$ cat src/rtl/dbg_cmd_ctrl.sv
module dbg_cmd_ctrl #(
  parameter int CMD_W     = 8,
  parameter int DATA_W    = 16,
  parameter int PULSE_LEN = 4
) (
  input  logic                clk,
  input  logic                rst_n,
  input  logic                cpu_rst,
  input  logic                core_halted,
  input  logic                shift_en,
  input  logic                sdi,
  input  logic                upd,
  output logic                sdo,
  output logic                reg_req,
  output logic                reg_we,
  output logic [CMD_W-3:0]    reg_addr,
  output logic [DATA_W-1:0]   reg_wdata,
  input  logic [DATA_W-1:0]   reg_rdata,
  input  logic                reg_done,
  output logic                ack,
  output logic                proto_err,
  output logic                dbg_ack,
  output logic [2:0]          state_o
);

  localparam int ADDR_W = CMD_W - 2;
  localparam int CNT_W  = $clog2(DATA_W + 1);
  localparam int PW     = $clog2(PULSE_LEN + 1);
  localparam logic [CNT_W-1:0] CMD_N  = CNT_W'(CMD_W);
  localparam logic [CNT_W-1:0] DATA_N = CNT_W'(DATA_W);

  typedef enum logic [2:0] {
    S_IDLE = 3'd0, S_CMD = 3'd1, S_DATA = 3'd2, S_EXEC = 3'd3, S_ACK = 3'd4
  } state_t;

  state_t            state;
  logic [CMD_W-1:0]  cmd_sr;
  logic [DATA_W-1:0] data_sr;
  logic [CNT_W-1:0]  bit_cnt;
  logic [PW-1:0]     pcnt;
  logic              perr, halt_q, cpu_rst_q;

  wire is_read   = cmd_sr[CMD_W-1];
  wire no_data   = cmd_sr[CMD_W-2];
  wire has_wdata = !is_read && !no_data;
  wire has_rdata = is_read && !no_data;
  wire cmd_full  = (bit_cnt == CMD_N);
  wire data_full = (bit_cnt == DATA_N);
  wire rst_rise  = cpu_rst && !cpu_rst_q;
  wire rst_pulse = rst_rise || (pcnt != '0);

  always_ff @(posedge clk or negedge rst_n) begin
    if (!rst_n) begin
      state     <= S_IDLE;
      cmd_sr    <= '0;
      data_sr   <= '0;
      bit_cnt   <= '0;
      pcnt      <= '0;
      perr      <= 1'b0;
      halt_q    <= 1'b0;
      cpu_rst_q <= 1'b0;
    end else begin
      cpu_rst_q <= cpu_rst;
      halt_q    <= core_halted;
      if (rst_rise)          pcnt <= PW'(PULSE_LEN - 1);
      else if (pcnt != '0)   pcnt <= pcnt - 1'b1;

      if (rst_pulse) begin
        state   <= S_IDLE;
        bit_cnt <= '0;
      end else begin
        case (state)
          S_IDLE: if (shift_en) begin
            cmd_sr  <= {sdi, cmd_sr[CMD_W-1:1]};
            bit_cnt <= CNT_W'(1);
            state   <= S_CMD;
          end
          S_CMD: if (upd) begin
            if (cmd_full && !has_wdata) state <= S_EXEC;
            else begin
              state <= S_IDLE;
              perr  <= 1'b1;
            end
          end else if (shift_en) begin
            if (!cmd_full) begin
              cmd_sr  <= {sdi, cmd_sr[CMD_W-1:1]};
              bit_cnt <= bit_cnt + 1'b1;
            end else if (has_wdata) begin
              data_sr <= {sdi, data_sr[DATA_W-1:1]};
              bit_cnt <= CNT_W'(1);
              state   <= S_DATA;
            end
          end
          S_DATA: if (upd) begin
            if (data_full) state <= S_EXEC;
            else begin
              state <= S_IDLE;
              perr  <= 1'b1;
            end
          end else if (shift_en && !data_full) begin
            data_sr <= {sdi, data_sr[DATA_W-1:1]};
            bit_cnt <= bit_cnt + 1'b1;
          end
          S_EXEC: begin
            if (shift_en || upd) perr <= 1'b1;
            if (reg_done) begin
              state <= S_ACK;
              if (has_rdata) begin
                data_sr <= reg_rdata;
                bit_cnt <= DATA_N;
              end else begin
                bit_cnt <= '0;
              end
            end
          end
          S_ACK: if (shift_en) begin
            if (bit_cnt != '0) begin
              data_sr <= {sdi, data_sr[DATA_W-1:1]};
              bit_cnt <= bit_cnt - 1'b1;
            end else begin
              cmd_sr  <= {sdi, cmd_sr[CMD_W-1:1]};
              bit_cnt <= CNT_W'(1);
              state   <= S_CMD;
            end
          end
          default: state <= S_IDLE;
        endcase
      end
    end
  end

  assign sdo       = data_sr[0];
  assign reg_req   = (state == S_EXEC);
  assign reg_we    = reg_req && has_wdata;
  assign reg_addr  = cmd_sr[ADDR_W-1:0];
  assign reg_wdata = data_sr;
  assign ack       = (state == S_ACK);
  assign proto_err = perr;
  assign dbg_ack   = halt_q;
  assign state_o   = state;

endmodule

$ cat config.mk
export PLATFORM = sky130hd
export DESIGN_NAME = dbg_cmd_ctrl
export DESIGN_NICKNAME = d
export VERILOG_FILES = /design/src/rtl/dbg_cmd_ctrl.sv
export SDC_FILE = /design/constraint.sdc
export NUM_CORES = 1
export LEC_CHECK = 0
export ABC_CLOCK_PERIOD_IN_PS = 2400
export BUFFER_PORTS_ARGS = -buffer_cell sky130_fd_sc_hd__buf_2
export CORE_UTILIZATION = 35
export DETAILED_ROUTE_END_ITERATION = 8
export GPL_ROUTABILITY_DRIVEN = 0
export PLACE_DENSITY = 0.55
export SLEW_MARGIN = 20
export SYNTH_ARGS = -nofsm -noshare
export SYNTH_HDL_FRONTEND = slang
export SYNTH_SLANG_ARGS = --single-unit
$ cat constraint.sdc
create_clock -name clk -period 2.4 [get_ports clk]
set_input_delay 0.24 -clock clk [delete_from_list [all_inputs] [get_ports clk]]
set_output_delay 0.24 -clock clk [all_outputs]
set_load 0.005 [all_outputs]
**Word level (Yosys, flattened, before mapping)**

Index checks and enable logic that the tools add are counted.

- Input port bits: 24
- Flip-flop bits (word level): 38
- Word-level logic and storage cells: 127
- Output and inout port bits: 31

- Eq/ne operators: 37
- Reductions and logical operators: 26
- Multiplexer cells: 52
- Bitwise logic cells: 1
- Add/sub/neg operators: 3

Operators with widths:

| cell | count |
|---|---|
| $mux W16 | 10 |
| $pmux W16 S4 | 1 |
| $mux W5 | 12 |
| $mux W8 | 6 |
| $mux W3 | 12 |
| $ne A2 B2 Y1 const B | 14 |
| $pmux W5 S5 | 1 |
| $pmux W8 S3 | 1 |
| $ne A3 B3 Y1 const B | 7 |
| $ne A4 B4 Y1 const B | 4 |
| $reduce_and A8 Y1 | 2 |
| $pmux W3 S5 | 1 |
| $reduce_and A12 Y1 | 1 |
| $reduce_and A9 Y1 | 1 |
| $reduce_bool A3 Y1 | 3 |
| $ne A2 B1 Y1 const B | 4 |
| $reduce_and A7 Y1 | 1 |
| $eq A3 B2 Y1 const B | 2 |
| $logic_and A1 B1 Y1 | 6 |
| $reduce_bool A6 Y1 | 1 |
| $add A5 B1 Y5 const B | 1 |
| $eq A5 B4 Y1 const B | 1 |
| $eq A5 B5 Y1 const B | 1 |
| $logic_not A1 Y1 | 5 |
| 15 further kinds | 21 |

**Longest topological paths before layout**

- Word-level depth: 8
- Gate-level depth with buffers: 9
- Gate-level depth less buffers: 7

**Worst setup path after synthesis**

Ideal clock, no wire load.

- Kind: flip-flop to flip-flop
- Start point: register bit_cnt[0]
- End point: register data_sr[0] (netlist: reg_wdata[0])
- Required time: 2.275 ns
- Period minus slack after synthesis: 2.186 ns
- Data arrival time: 2.061 ns
- Cell stages (with the launch flop): 10
- Path buffers: 2
- Setup time: 0.125 ns
- Slack: 0.214 ns
- Cell sequence: dfrtp_1 -> clkbuf_1 -> inv_1 -> ha_1 -> or4b_4 -> nand2_1 -> a21oi_2 -> nand3_4 -> buf_12 -> mux2_4

- Longest elaborated chain between the ends: 5

Ends and longest elaborated chain:

| element | RTL line | source |
|---|---|---|
| from (decl) | 39 | `logic [CNT_W-1:0] bit_cnt;` |
| from (signal assigned) | 87 | `bit_cnt <= bit_cnt + 1'b1;` |
| from (signal assigned) | 102 | `bit_cnt <= bit_cnt + 1'b1;` |
| from (signal assigned) | 119 | `bit_cnt <= bit_cnt - 1'b1;` |
| $eq A5 B5 Y1 | 48 | `wire data_full = (bit_cnt == DATA_N);` |
| $logic_not A1 Y1 | 100 | `end else if (shift_en && !data_full) begin` |
| $logic_and A1 B1 Y1 | 100 |  |
| $ne A2 B2 Y1 (no source line) | -- |  |
| $reduce_and A12 Y1 (no source line) (*) | -- |  |
| to (signal assigned) | 101 | `data_sr <= {sdi, data_sr[DATA_W-1:1]};` |
| to (signal assigned) | 109 | `data_sr <= reg_rdata;` |
| to (signal assigned) | 118 | `data_sr <= {sdi, data_sr[DATA_W-1:1]};` |
| to (decl) | 38 | `logic [DATA_W-1:0] data_sr;` |

Mark *: on every way between the ends. The rest lies on a longest branch, timed or not.
A chain may end at the register's enable or synchronous reset.

**Worst setup path after layout**

- Start point: register bit_cnt[1]
- End point: register data_sr[12] (netlist: reg_wdata[12])

The elaborated chain is that of the path after synthesis.

==> flow_summary.json <==
{
  "outcome": "finished, final reports clean",
  "p_leak_nw": 1.46,
  "r2r_cells": 7,
  "irDropWorstVdd_mv": 0.405,
  "layout_worst_path_cycle_share_pct": 92.0,
  "dr.pass1.iters": 4,
  "numPortBuffers": 54,
  "grt_util_met2_pct": 24.9,
  "hold_path_class": "in2async",
  "top_usage_layer": "met2",
  "grt-ovfl-total": 0,
  "path_clk_slew_ns": 0.07,
  "first_iter_violations": 116,
  "hold_slack_ns": 0.0498,
  "max_slew_margin_pct": 43.6,
  "ys_ff_latch": 38,
  "vias": 1951,
  "areaGrowthSynthToFinish_pct": 16.8,
  "totalWireLength_um": 5300,
  "fin_setup_tns_ns": 0,
  "synth_cell_types": 63,
  "grt_max_degree": 39,
  "clkLatencyLatePin_ns": 0.28,
  "start_kind": "register",
  "root_buffer": "clkbuf_8",
  "fp.dieW_um": 85.1,
  "setup_viol": 0,
  "rows": 29,
  "placed_area_um2": 2730,
  "r2r_setup_slack_ns": 0.19,
  "arrival_ns": 2.38,
  "rsz0062_at_grt": "no",
  "use_met1_pct": 22.2,
  "cts_setup_buffers": 0,
  "core-area_um2": 6490,
  "clock_sinks": 38,
  "pin_count": 55,
  "grt_pass1_wl_um": 9180,
  "worstSetupPathType": "reg2reg",
  "seq_area_frac_synth_pct": 39.4,
  "synth.area.top_cells": "dfrtp_1, nand2_1, mux2_4",
  "vias_per_cell": 5.19,
  "hold_viol_final": 0,
  "finalInstanceArea_um2": 2820,
  "fmax_mhz": 453,
  "slew_viol_final": 0,
  "synth_edf_count": 0,
  "grt_usage_pct": 15.9,
  "htree_levels": 2,
  "crit_fanout": 16,
  "ctsResizeCount": 0,
  "die_h_um": 85.1,
  "antenna_cells": 0,
  "yosys_most_used_dff": "dfrtp_1",
  "synth_warnings": 0,
  "syn_nets": 276,
  "yosys.area.top_type": "dfrtp_1",
  "cts.path.max_buffers": 2,
  "initial_core_util_pct": 37.2,
  "grt_pass1_vias": 1894,
  "cp-end-kind": "register",
  "synth_area_um2": 2420,
  "ys_top_cells_by_count": "nand2_1, dfrtp_1, mux2_4, inv_1, mux2_1",
  "avgSynthCellArea_um2": 9.78,
  "yosysTopAreaCellShare_pct": 39.4,
  "rr_startpoint": "bit_cnt[1]$_DFFE_PN0P_",
  "synthArstFlopShare_pct": 100,
  "cts_buffers": 5,
  "dieArea_um2": 7240,
  "wl_per_cell_um": 14.1,
  "drive_gt1_share_pct": 33.4,
  "timing.rr.end": "reg_wdata[12]$_DFFE_PN0P_",
  "ant_nets": 0,
  "cts_tree": "done",
  "clock_skew_ns": 0.00575,
  "grt_util_met3_pct": 2.92,
  "nNetsFinal": 327,
  "layout_min_cycle_time_ns": 2.21,
  "synth.most_common_cell": "nand2_1",
  "post-route-drc-count": 0,
  "required_ns": 2.57,
  "antenna_found_initial": 0,
  "cts_hold_buffers": 0,
  "power_per_cell_area_nw_per_um2": 589,
  "syn_inst": 247,
  "place_inst": 368,
  "worstMarginPinSlew_ns": 0.847,
  "drv_cap": 0,
  "hpwlAfterDp_um": 3880,
  "fin_cells": 376
}
==> layout make-up <==
class | count | area (um2)
Clock buffer | 6 | 82.6
Clock inverter | 2 | 12.5
Fill cell | 653 | 3670
Inverter | 10 | 37.5
Multi-Input combinational cell | 179 | 1300
Sequential cell | 38 | 951
Tap cell | 77 | 96.3
Timing Repair Buffer | 64 | 345
==> kinds of logic after synthesis <==
logic type | share of synthesized area, %
adders and majority gates | 2.59
AOI/OAI and AO/OA | 15.5
xor gates and xnor gates | 0.363
and+or+nand+nor | 21.6
muxes | 13.6
DFF | 39.4
buffers and inverters | 6.94
==> per-stage QoR <==
step           worst slack, ns  power (mW)  util, %
2_1_floorplan            0.214        1.09        -
3_3_place_gp             0.240        1.22     42.0
3_5_place_dp             0.192        1.23     42.0
4_1_cts                  0.180        1.69     43.5
5_1_grt                 0.0924        1.79     43.5
6_report                 0.191        1.66     43.5
==> metal layers <==
| metal | routed length (um) | vias up |
|---|---|---|
| li1 | - | 978 |
| met2 | 2470 | 31 |
| met1 | 2630 | 936 |
| met4 | 59 | 0 |
| met3 | 134 | 6 |
| met5 | 0 | - |
==> worst max-delay path, stage by stage, from the launching register on <==
cell	delay (ns)
dfrtp_1	0.41
inv_1	0.12
ha_1	0.22
or4b_4	0.53
nand2_1	0.11
a21oi_2	0.07
nand3_4	0.25
mux2_2	0.37
==> placed cells by master (no fill, tap or decap), types with 4 or more instances in the layout <==
cell,netlist,final
mux2_2,6,6
ha_1,5,5
a21oi_1,5,5
mux2_4,10,10
nor2_1,5,5
nor2b_1,5,5
nand2_1,60,60
dfrtp_1,38,38
nor3_1,4,4
buf_2,4,54
clkbuf_8,0,6
o21ai_0,7,7
nand3_1,5,5
mux2_1,9,9
inv_1,9,9
buf_4,7,10
==> report_power, final <==
group          switching (mW)  internal [mW]  leakage (nW)
logic                   0.220          0.201         0.900
registers              0.0716          0.718         0.515
clock network           0.222          0.231        0.0472
==> worst max-delay path by stage <==
stage / startpoint / endpoint
4_1_cts: bit_cnt[1]$_DFFE_PN0P_ / reg_wdata[12]$_DFFE_PN0P_
2_1_floorplan: bit_cnt[0]$_DFFE_PN0P_ / reg_wdata[0]$_DFFE_PN0P_
3_3_place_gp: bit_cnt[1]$_DFFE_PN0P_ / reg_wdata[8]$_DFFE_PN0P_
5_1_grt: state_o[0]$_DFFE_PN0P_ / reg_req
6_report: bit_cnt[1]$_DFFE_PN0P_ / reg_wdata[12]$_DFFE_PN0P_
3_5_place_dp: bit_cnt[1]$_DFFE_PN0P_ / reg_wdata[12]$_DFFE_PN0P_
==> flip-flops by register name (all words and copies together), names as in the netlist <==
register,cells
pcnt,3
proto_err,1
reg_wdata,16
state_o,3
cpu_rst_q,1
bit_cnt,5
cmd_sr,8
dbg_ack,1
No activity file was read; power rests on OpenSTA's default activity.
